**src/rtl/qsb_pwm_pkg.sv**
```systemverilog
package qsb_pwm_pkg;
  // strobes from control to datapath
  typedef struct packed {
    logic load;  // capture new references and duty
    logic run;   // gates may be driven
  } pwm_strobe_t;
endpackage

```
**src/rtl/qsb_pwm_ctrl.sv**
```systemverilog
module qsb_pwm_ctrl
  import qsb_pwm_pkg::*;
#(
  parameter int STEP_W = 8,
  parameter int CNT_W  = STEP_W + 3
) (
  input  logic              clk,
  input  logic              rstN,
  input  logic              enIn,
  input  logic [STEP_W-1:0] stepIn,
  output pwm_strobe_t       strb,
  output logic [CNT_W-1:0]  phase,
  output logic [STEP_W-1:0] stepQ
);
  logic              runQ;
  logic [CNT_W-1:0]  fullCnt;
  logic [CNT_W-1:0]  lastPh;
  logic              atLast;

  assign fullCnt = (CNT_W'(stepQ) << 2) + (CNT_W'(stepQ) << 1);
  assign lastPh  = fullCnt - CNT_W'(1);
  assign atLast  = runQ && (phase == lastPh);

  assign strb.load = !enIn || atLast;
  assign strb.run  = runQ;

  always_ff @(posedge clk or negedge rstN) begin
    if (!rstN) begin
      runQ  <= 1'b0;
      phase <= '0;
      stepQ <= '0;
    end else begin
      if (!enIn) begin
        runQ  <= 1'b0;
        phase <= '0;
      end else begin
        runQ <= 1'b1;
        if (runQ) phase <= atLast ? '0 : phase + CNT_W'(1);
      end
      if (strb.load) stepQ <= stepIn;
    end
  end

  // the counter stays inside one carrier period
  a_r2_phase_in_range: assert property (@(posedge clk) disable iff (!rstN)
    runQ |-> (phase <= lastPh));
  // the first enabled cycle sits at the carrier valley
  a_r2_restart_valley: assert property (@(posedge clk) disable iff (!rstN)
    $rose(runQ) |-> (phase == '0));
  // the step changes only on a load strobe
  a_r8_step_hold: assert property (@(posedge clk) disable iff (!rstN)
    !strb.load |=> $stable(stepQ));
endmodule

```
**src/rtl/qsb_pwm_dp.sv**
```systemverilog
module qsb_pwm_dp
  import qsb_pwm_pkg::*;
#(
  parameter int STEP_W = 8,
  parameter int CNT_W  = STEP_W + 3,
  parameter int REF_W  = CNT_W + 1
) (
  input  logic                    clk,
  input  logic                    rstN,
  input  pwm_strobe_t             strb,
  input  logic [CNT_W-1:0]        phase,
  input  logic [STEP_W-1:0]       stepQ,
  input  logic signed [REF_W-1:0] refA,
  input  logic signed [REF_W-1:0] refB,
  input  logic signed [REF_W-1:0] refC,
  input  logic [CNT_W-1:0]        dutyIn,
  output logic [2:0]              gHi,
  output logic [2:0]              gLo,
  output logic                    gBoost
);
  localparam int WW = REF_W + 3;
  localparam int NCAR = 3;

  logic signed [REF_W-1:0] refQ [3];
  logic [CNT_W-1:0]        dutyQ;
  logic [CNT_W-1:0]        peak;
  logic [CNT_W:0]          full;
  logic [CNT_W-1:0]        carr [NCAR];
  logic [NCAR-1:0]         nearEdge;
  logic                    shootThru;
  logic                    boostReq;
  logic [2:0]              cmp;

  always_ff @(posedge clk or negedge rstN) begin
    if (!rstN) begin
      refQ[0] <= '0;
      refQ[1] <= '0;
      refQ[2] <= '0;
      dutyQ   <= '0;
    end else if (strb.load) begin
      refQ[0] <= refA;
      refQ[1] <= refB;
      refQ[2] <= refC;
      dutyQ   <= dutyIn;
    end
  end

  assign peak = (CNT_W'(stepQ) << 1) + CNT_W'(stepQ);
  assign full = {peak, 1'b0};

  // carrier 0 drives the inverter, carriers 1 and 2 lead by S and 2S
  for (genvar k = 0; k < NCAR; k++) begin : g_car
    logic [CNT_W:0] pSum;
    logic [CNT_W:0] pWrap;
    assign pSum  = {1'b0, phase} + (CNT_W+1)'(stepQ) * (CNT_W+1)'(k);
    assign pWrap = (pSum >= full) ? pSum - full : pSum;
    assign carr[k] = (pWrap <= {1'b0, peak}) ? pWrap[CNT_W-1:0]
                                             : CNT_W'(full - pWrap);
    assign nearEdge[k] = (carr[k] < dutyQ) ||
                         (({1'b0, carr[k]} + {1'b0, dutyQ}) > {1'b0, peak});
  end

  assign shootThru = nearEdge[0];
  assign boostReq  = (nearEdge[1] || nearEdge[2]) && !shootThru;

  // min/max centring of the references
  logic signed [WW-1:0] maxR, minR, halfMm, offV;
  always_comb begin
    maxR = WW'(refQ[0]);
    minR = WW'(refQ[0]);
    for (int i = 1; i < 3; i++) begin
      if (WW'(refQ[i]) > maxR) maxR = WW'(refQ[i]);
      if (WW'(refQ[i]) < minR) minR = WW'(refQ[i]);
    end
    halfMm = (maxR + minR) >>> 1;
    offV   = $signed({{(WW-CNT_W){1'b0}}, peak >> 1}) - halfMm;
  end

  for (genvar i = 0; i < 3; i++) begin : g_ph
    logic signed [WW-1:0] modS;
    logic [CNT_W-1:0]     modU;
    assign modS = WW'(refQ[i]) + offV;
    always_comb begin
      if (modS < 0) modU = '0;
      else if (modS > $signed({{(WW-CNT_W){1'b0}}, peak})) modU = peak;
      else modU = modS[CNT_W-1:0];
    end
    assign cmp[i] = modU > carr[0];
  end

  assign gHi    = strb.run ? (cmp | {3{shootThru}})  : 3'b000;
  assign gLo    = strb.run ? (~cmp | {3{shootThru}}) : 3'b000;
  assign gBoost = strb.run && boostReq;

  // captured values hold between load strobes
  a_r8_refs_hold: assert property (@(posedge clk) disable iff (!rstN)
    !strb.load |=> ($stable(dutyQ) && $stable(refQ[0]) && $stable(refQ[1]) && $stable(refQ[2])));
  // zero duty keeps every leg complementary while running
  a_r7_complementary: assert property (@(posedge clk) disable iff (!rstN)
    (strb.run && dutyQ == '0) |-> ((gHi ^ gLo) == 3'b111));
  // boost gate never coincides with a shorted leg
  a_r6_boost_excl: assert property (@(posedge clk) disable iff (!rstN)
    gBoost |-> !(gHi[0] && gLo[0]));
endmodule

```
**src/rtl/qsb_carrier_pwm.sv**
```systemverilog
module qsb_carrier_pwm
  import qsb_pwm_pkg::*;
#(
  parameter int STEP_W = 8,
  parameter int CNT_W  = STEP_W + 3,
  parameter int REF_W  = CNT_W + 1
) (
  input  logic                    clk,
  input  logic                    rstN,
  input  logic                    enIn,
  input  logic [STEP_W-1:0]       stepIn,
  input  logic signed [REF_W-1:0] refA,
  input  logic signed [REF_W-1:0] refB,
  input  logic signed [REF_W-1:0] refC,
  input  logic [CNT_W-1:0]        dutyIn,
  output logic [2:0]              gHi,
  output logic [2:0]              gLo,
  output logic                    gBoost
);
  pwm_strobe_t       strb;
  logic [CNT_W-1:0]  phase;
  logic [STEP_W-1:0] stepQ;

  qsb_pwm_ctrl #(.STEP_W(STEP_W), .CNT_W(CNT_W)) ctrl_i (
    .clk(clk), .rstN(rstN), .enIn(enIn), .stepIn(stepIn),
    .strb(strb), .phase(phase), .stepQ(stepQ)
  );

  qsb_pwm_dp #(.STEP_W(STEP_W), .CNT_W(CNT_W), .REF_W(REF_W)) dp_i (
    .clk(clk), .rstN(rstN), .strb(strb), .phase(phase), .stepQ(stepQ),
    .refA(refA), .refB(refB), .refC(refC), .dutyIn(dutyIn),
    .gHi(gHi), .gLo(gLo), .gBoost(gBoost)
  );

  // a low enable at an edge silences every gate from that edge
  a_r1_disable_low: assert property (@(posedge clk) disable iff (!rstN)
    !enIn |=> (gHi == 3'b000 && gLo == 3'b000 && !gBoost));
endmodule

```
**config.mk**
```make
export PLATFORM = sky130hd
export DESIGN_NAME = qsb_carrier_pwm
export DESIGN_NICKNAME = d
export VERILOG_FILES = /design/src/rtl/qsb_pwm_pkg.sv /design/src/rtl/qsb_pwm_ctrl.sv /design/src/rtl/qsb_pwm_dp.sv /design/src/rtl/qsb_carrier_pwm.sv
export SDC_FILE = /design/constraint.sdc
export NUM_CORES = 1
export LEC_CHECK = 0
export ABC_AREA = 1
export ABC_CLOCK_PERIOD_IN_PS = 12200
export CAP_MARGIN = 20
export CORE_ASPECT_RATIO = 1.1
export CORE_MARGIN = 2
export CORE_UTILIZATION = 50
export DETAILED_ROUTE_END_ITERATION = 7
export DONT_BUFFER_PORTS = 1
export PLACE_DENSITY = 0.69
export SETUP_SLACK_MARGIN = 0.5
export SYNTH_ARGS = -nofsm -noshare
export SYNTH_HDL_FRONTEND = slang
export SYNTH_SLANG_ARGS = --single-unit
```
**constraint.sdc**
```tcl
create_clock -name clk -period 12.2 [get_ports clk]
set_clock_uncertainty 0.1 [all_clocks]
set_input_delay 0 -clock clk [delete_from_list [all_inputs] [get_ports clk]]
set_output_delay 0 -clock clk [all_outputs]
set_load 0.01 [all_outputs]
```
After elaboration in Yosys (flattened, before gate mapping)
Cells that the tools add are included.
{"block": "totals", "register_bits": 67, "inputBits": 58, "output_inout_bits": 7, "elab_cells": 89}
{"block": "classes", "add_sub_neg": 20, "order_cmp": 25, "n_eq_ne": 2, "muxes": 22, "bitwise_logic": 3, "n_reduce_logical": 10}
{"op": "$mux W11", "n": 12}
{"op": "$mux W15", "n": 4}
{"op": "$add A12 B15 Y15", "n": 3}
{"op": "$gt A15 B11 Y1", "n": 3}
{"op": "$lt A15 B1 Y1 const B", "n": 3}
{"op": "$add A11 B11 Y12", "n": 3}
{"op": "$gt A12 B11 Y1", "n": 3}
{"op": "$le A12 B10 Y1", "n": 3}
{"op": "$mux W12", "n": 3}
{"op": "$gt A11 B11 Y1", "n": 3}
{"op": "$lt A11 B11 Y1", "n": 3}
{"op": "$sub A11 B11 Y11", "n": 3}
{"op": "$ge A12 B12 Y1", "n": 2}
{"op": "$sub A12 B12 Y12", "n": 2}
{"op": "$add A15 B15 Y15", "n": 1}
{"op": "$gt A12 B15 Y1", "n": 1}
{"op": "$lt A12 B15 Y1", "n": 1}
{"op": "$sub A10 B14 Y15", "n": 1}
{"op": "$add A11 B8 Y12", "n": 1}
{"op": "$add A11 B9 Y12", "n": 1}
{"op": "$ge A11 B12 Y1", "n": 1}
{"op": "$gt A12 B12 Y1", "n": 1}
{"op": "$lt A12 B12 Y1", "n": 1}
{"op": "$sub A11 B12 Y12", "n": 1}
{"op": "13 further kinds", "n": 22}

Logic depth before layout (Yosys ltp)
{"block": "depth", "word_depth": 14, "depth_mapped": 72, "mapped_depth_nobuf": 69}

Hierarchy
Synthesis repeated with hierarchy kept, for this count alone.
{"block": "unflattened", "hier_cells": 2415, "hier_area_um2": 16772.3}
{"mod": "qsb_pwm_dp", "instances": 1, "cells_per_inst": 2171, "area_per_inst_um2": 15048.2, "seq_area_each_um2": 1176.1}
{"mod": "qsb_pwm_ctrl", "instances": 1, "cells_per_inst": 244, "area_per_inst_um2": 1724.2, "seq_area_each_um2": 500.5}

Worst setup path before layout
Ideal clock, no wire load.
{"block": "synth_timing", "path_kind": "register -> output", "startpoint": "register dp_i.refQ[35] (netlist bit)", "endpoint": "output gLo[0]", "arrival_ps": 8999, "required_time_ps": 12100, "slack_ps": 3101, "path_stages_with_launch": 68, "path_buffers": 3, "cell_sequence": "dfrtp_1 -> inv_1 -> ha_1 -> nand2_1 -> inv_2 -> a21oi_1 -> nand3_2 -> nand2_1 -> nand2_1 -> nand2_1 -> clkbuf_1 -> nand2_1 -> o21ai_0 -> ha_1 -> a21oi_1 -> o21ai_0 -> nand2_1 -> o311ai_0 -> [32 not listed] -> o21ai_0 -> a21boi_0 -> o21ai_0 -> nand3_1 -> nor3_1 -> clkbuf_1 -> o21ai_0 -> a21oi_1 -> ha_1 -> a21oi_1 -> o21ai_0 -> a221oi_1 -> o21ai_0 -> a221oi_1 -> o21ai_0 -> nand2_1 -> nor2_1 -> nor2_1"}
{"block": "synth_between", "elab_chain_len": 14, "elab_cells_between_ends": 19, "classes_between": "3 x add/sub; 7 x order compare; 7 x mux; 2 x bitwise"}
{"item": "start, declared", "line_no": "qsb_pwm_dp.sv:24", "rtl": "logic signed [REF_W-1:0] refQ [3];"}
{"item": "$gt A12 B12 Y1 / $lt A12 B12 Y1 (equally long branches)", "line_no": "qsb_pwm_dp.sv:72, qsb_pwm_dp.sv:73"}
{"item": "$mux W15 (on tied branches)", "line_no": "qsb_pwm_dp.sv:72, qsb_pwm_dp.sv:73"}
{"item": "$gt A12 B15 Y1 / $lt A12 B15 Y1 (equally long branches)", "line_no": "qsb_pwm_dp.sv:72, qsb_pwm_dp.sv:73"}
{"item": "$mux W15 (on tied branches)", "line_no": "qsb_pwm_dp.sv:72, qsb_pwm_dp.sv:73"}
{"item": "$add A15 B15 Y15", "line_no": "qsb_pwm_dp.sv:75", "rtl": "halfMm = (maxR + minR) >>> 1;"}
{"item": "$sub A10 B14 Y15", "line_no": "qsb_pwm_dp.sv:76", "rtl": "offV = $signed({{(WW-CNT_W){1'b0}}, peak >> 1}) - halfMm;"}
{"item": "$add A12 B15 Y15 (*)", "line_no": "qsb_pwm_dp.sv:82", "rtl": "assign modS = WW'(refQ[i]) + offV;"}
{"item": "$gt A15 B11 Y1", "line_no": "qsb_pwm_dp.sv:85", "rtl": "else if (modS > $signed({{(WW-CNT_W){1'b0}}, peak})) modU = peak;"}
{"item": "$mux W11", "line_no": "qsb_pwm_dp.sv:85"}
{"item": "$mux W11 (*)", "line_no": "qsb_pwm_dp.sv:84", "rtl": "if (modS < 0) modU = '0;"}
{"item": "$gt A11 B11 Y1 (*)", "line_no": "qsb_pwm_dp.sv:88", "rtl": "assign cmp[i] = modU > carr[0];"}
{"item": "$not A3 Y3 (*)", "line_no": "qsb_pwm_dp.sv:92", "rtl": "assign gLo = strb.run ? (~cmp | {3{shootThru}}) : 3'b000;"}
{"item": "$or A3 B3 Y3 (*)", "line_no": "qsb_pwm_dp.sv:92"}
{"item": "$mux W3 (*)", "line_no": "qsb_pwm_dp.sv:92"}
{"item": "end, declared", "line_no": "qsb_carrier_pwm.sv:17", "rtl": "output logic [2:0] gLo,"}
Mark *: on every way between the ends. The rest lies on a longest branch, timed or not.

Worst setup path after layout
{"block": "layout_timing", "startpoint": "register dp_i.refQ[35] (netlist bit)", "endpoint": "output gLo[2]"}
{"block": "layout_between", "elab_chain_len": 14, "elab_cells_between_ends": 19, "classes_between": "3 x add/sub; 7 x order compare; 7 x mux; 2 x bitwise"}
{"item": "$gt A12 B12 Y1 / $lt A12 B12 Y1 (equally long branches)", "line_no": "qsb_pwm_dp.sv:72, qsb_pwm_dp.sv:73"}
{"item": "$mux W15 (on tied branches)", "line_no": "qsb_pwm_dp.sv:72, qsb_pwm_dp.sv:73"}
{"item": "$gt A12 B15 Y1 / $lt A12 B15 Y1 (equally long branches)", "line_no": "qsb_pwm_dp.sv:72, qsb_pwm_dp.sv:73"}
{"item": "$mux W15 (on tied branches)", "line_no": "qsb_pwm_dp.sv:72, qsb_pwm_dp.sv:73"}
{"item": "$add A15 B15 Y15 (*)", "line_no": "qsb_pwm_dp.sv:75"}
{"item": "$sub A10 B14 Y15 (*)", "line_no": "qsb_pwm_dp.sv:76"}
{"item": "$add A12 B15 Y15 (*)", "line_no": "qsb_pwm_dp.sv:82"}
{"item": "$gt A15 B11 Y1", "line_no": "qsb_pwm_dp.sv:85"}
{"item": "$mux W11", "line_no": "qsb_pwm_dp.sv:85"}
{"item": "$mux W11 (*)", "line_no": "qsb_pwm_dp.sv:84"}
{"item": "$gt A11 B11 Y1 (*)", "line_no": "qsb_pwm_dp.sv:88"}
{"item": "$not A3 Y3 (*)", "line_no": "qsb_pwm_dp.sv:92"}
{"item": "$or A3 B3 Y3 (*)", "line_no": "qsb_pwm_dp.sv:92"}
{"item": "$mux W3 (*)", "line_no": "qsb_pwm_dp.sv:92"}
Marks and branches as above.

==> impl_results.md <==
- Crit-path max FO: 23
- Most common cell on crit path: nand2_1
- Clk slew on worst S/H paths: 0.05 ns
- Hold WC Path Type: input port to flip-flop
- Register Area: 0.00168 mm2
- Post-synth ARST share: 100%
- Max-cap violations: 0
- Initial antenna violation count: 0
- TritonCTS clock tree: done
- CP arrival: 10.63 ns
- H-tree Lvls: 3
- Final nets: 2904
- Synthesized area per cell: 6.88 um2
- Routed wire per std cell: 17.8 um
- Crit path max-delay family: compound AO/OA/AOI/OAI gates
- Slew Limit Fails: 0
- Worst Setup Path Type: flip-flop to output pin
- Detail Route Antenna Nets: 0
- Grt total ovfl: 0
- Sequential area share after synthesis: 10.3%
- First-pass detailed-route iteration total: 8
- Clock Tree Root: clkbuf_16
- CP required: 12.10 ns
- Worst Tran Pin Value: 1.00 ns
- Setup violations, final: 0
- Synth Instances: 2376
- Minimum clock period: 10.73 ns
- Final worst path period share: 88.0%
- IO Port Bufs: 0
- Run status: complete, no violations
- Clock buffer depth: 2
- Share of cells above drive strength 1: 4.25%
- Row count: 69
- DRT iter0 DRCs: 883
- Final setup TNS: 0 ns
- Die ar.: 0.0342 mm2
- Worst path slowest cell: dfrtp_1
- Clock Latency Late Sink: 0.36 ns
- Post-synthesis cell type count: 61
- Endpoint class of the critical path: output pin
- Residual DRC: 0
- Final WL: 51100 um
- R2R Path End: ctrl_i.phase[1]
- Primary FF master, synth: dfrtp_1
- Gp weighted congestion: 0.992
- Yosys warning count: 0
- Clock Sinks: 67
- Core Area: 0.0323 mm2
- Worst R2R Path Depth: 14
- Multi-input logic area: 0.0132 mm2
- Initial Util: 50.6%
- Slowest Stage Delay on Critical Path: 0.42 ns
- Buf/Inv on CP: 6
- Number of synthesized flops with an enable pin: 0
- Reg-to-reg startpoint: ctrl_i.stepQ[0]
- Mapped cell area: 0.0163 mm2
- HPWL after DPL: 40800 um
- Antenna cells: 0
- Final Hold Vio Count: 0
- Vias in the first global route: 16000
- Final core utilization: 55.4%
- Largest net degree at the start of global routing: 68
- Num ports: 65
- Synthesis-stage register bit count: 67
- Hold path cells: 2
- RSZ-0062 raised after global routing: false
- Overall via count from detail_route: 16200
- Filler cells: 3166
- Die height: 194 um
- Via/cell ratio: 5.63
- Slew headroom: 33.1%
- Post-Place Worst Slack: 0.611 ns
- Die width: 176 um
- Hold path start: enIn
- Fin worst setup slack: 1.47 ns
- Layout area overhead: 9.38%
- Fmax: 0.0932 GHz
- GRT Util Overall: 30.2%
- Number of buffers created by CTS: 9
- First-pass GRT wire length: 81800 um
- CP startpoint kind: flip-flop
- R2R Setup Slk: 7.41 ns
- Hold Crit Endpoint: ctrl_i.phase[9]
[through the flow]
stage	hold WS, ns	std cells	area (um2)
after detailed placement	-0.393	2786	16900
after global routing	0.108	2871	17900
final	0.0483	2871	17900
after floorplan	-0.396	2378	16400
after global placement	-0.393	2786	16900
after CTS	0.0503	2859	17700
[worst reg2reg max path, stage by stage (launching register included)]
cell and delay, ns:
dfrtp_1 0.65, inv_2 0.24, ha_1 0.76, xnor2_1 0.21
xor2_1 0.17, nand3_1 0.09, nor4_1 0.25, o221ai_1 0.16
a211oi_1 0.23, o211ai_1 0.18, nand2_4 0.45, buf_4 0.53
inv_2 0.39, nand3_1 0.17, o21ai_0 0.09
[state kept, by name, summed over array words and instances, names as in the netlist]
register	flops
ctrl_i.stepQ	8
ctrl_i.phase	11
dp_i.refQ	36
ctrl_i.runQ	1
dp_i.dutyQ	11
[layer usage]
layer	vias up	GRT usage (%)	share of wire, %	wire [um]
met5	-	0	0	0
met4	0	20.3	7.7	3910
met3	197	3.06	4.3	2190
met2	482	53.6	48	24600
met1	7331	34.0	40	20400
li1	8140	-	-	-
[final cells by class]
class	count	area share (%)
Multi-Input combinational cell	1917	74.1
Sequential cell	67	9.38
Inverter	363	7.64
Timing Repair Buffer	82	4.42
Tap cell	426	2.98
Clock buffer	13	1.40
Clock inverter	2	0.0700
Timing Repair inverter	1	0.0280
[worst max-delay path by stage]
stage / from / endpoint / depth (start not counted)
CTS: dp_i.refQ[35] / gLo[2] / 64
global placement: dp_i.refQ[35] / gLo[2] / 61
floorplan: dp_i.refQ[35] / gLo[0] / 67
detailed placement: dp_i.refQ[35] / gLo[2] / 64
finish: dp_i.refQ[35] / gLo[2] / 61
global route: dp_i.refQ[35] / gLo[2] / 67
[what timing repair did]
action	in CTS	in global routing
setup buffers	0	9
hold endpoints to repair	128	0
hold buffers	58	0
setup endpoints to repair	5	6
gates resized for setup	2	13
pin swaps	0	4
cloned	0	3
[layout by cell type, fill, tap and decap left out, types with 12 or more instances in the layout]
master,instances
a21oi_1,250
buf_4,23
dfrtp_1,67
dlygate4sd3_1,57
fa_1,17
ha_1,388
inv_1,353
nand2_1,473
nand3_1,66
nand4_1,22
nor2_1,105
nor3_1,22
o21ai_0,206
o21ai_1,31
o21bai_1,35
or2_2,12
xnor2_1,39
xor2_1,113
[synth_stat cells, drive strengths merged (2+ instances only)]
cell / count / area share (%)
o21a: 4 / 0.18
nand3b: 3 / 0.14
buf: 16 / 0.57
nand2: 490 / 12
nor3b: 3 / 0.14
o221a: 3 / 0.21
xor2: 115 / 6.2
o41ai: 4 / 0.21
clkinv: 3 / 0.069
nor2: 106 / 2.4
o21ai: 242 / 7.5
o221ai: 7 / 0.37
nor3: 24 / 0.80
o211ai: 5 / 0.23
nor4b: 3 / 0.16
nor4: 5 / 0.19
nand3: 74 / 2.6
o31ai: 11 / 0.54
a21o: 8 / 0.37
nand4: 22 / 0.84
a221oi: 9 / 0.48
a31oi: 2 / 0.077
clkbuf: 17 / 0.39
dfrtp: 67 / 10
fa: 17 / 2.1
mux2i: 3 / 0.18
or2: 13 / 0.50
inv: 360 / 8.3
a21oi: 251 / 7.7
xnor2: 39 / 2.1
a211oi: 9 / 0.41
a21boi: 5 / 0.23
ha: 388 / 30
o21bai: 36 / 1.7
[cells by family after synthesis]
logic type,after synthesis,synth area share [%]
mux,3,0.184
other cells,1,0.0229
compound gates,605,20.7
xor+xnor,154,8.25
simple gates,745,19.5
flops,67,10.3
buf+inv,396,9.30
fa+ha+maj,405,31.8
Power is not shown: default switching activity piles up to over one toggle a cycle in this logic, so the estimate is an artifact.
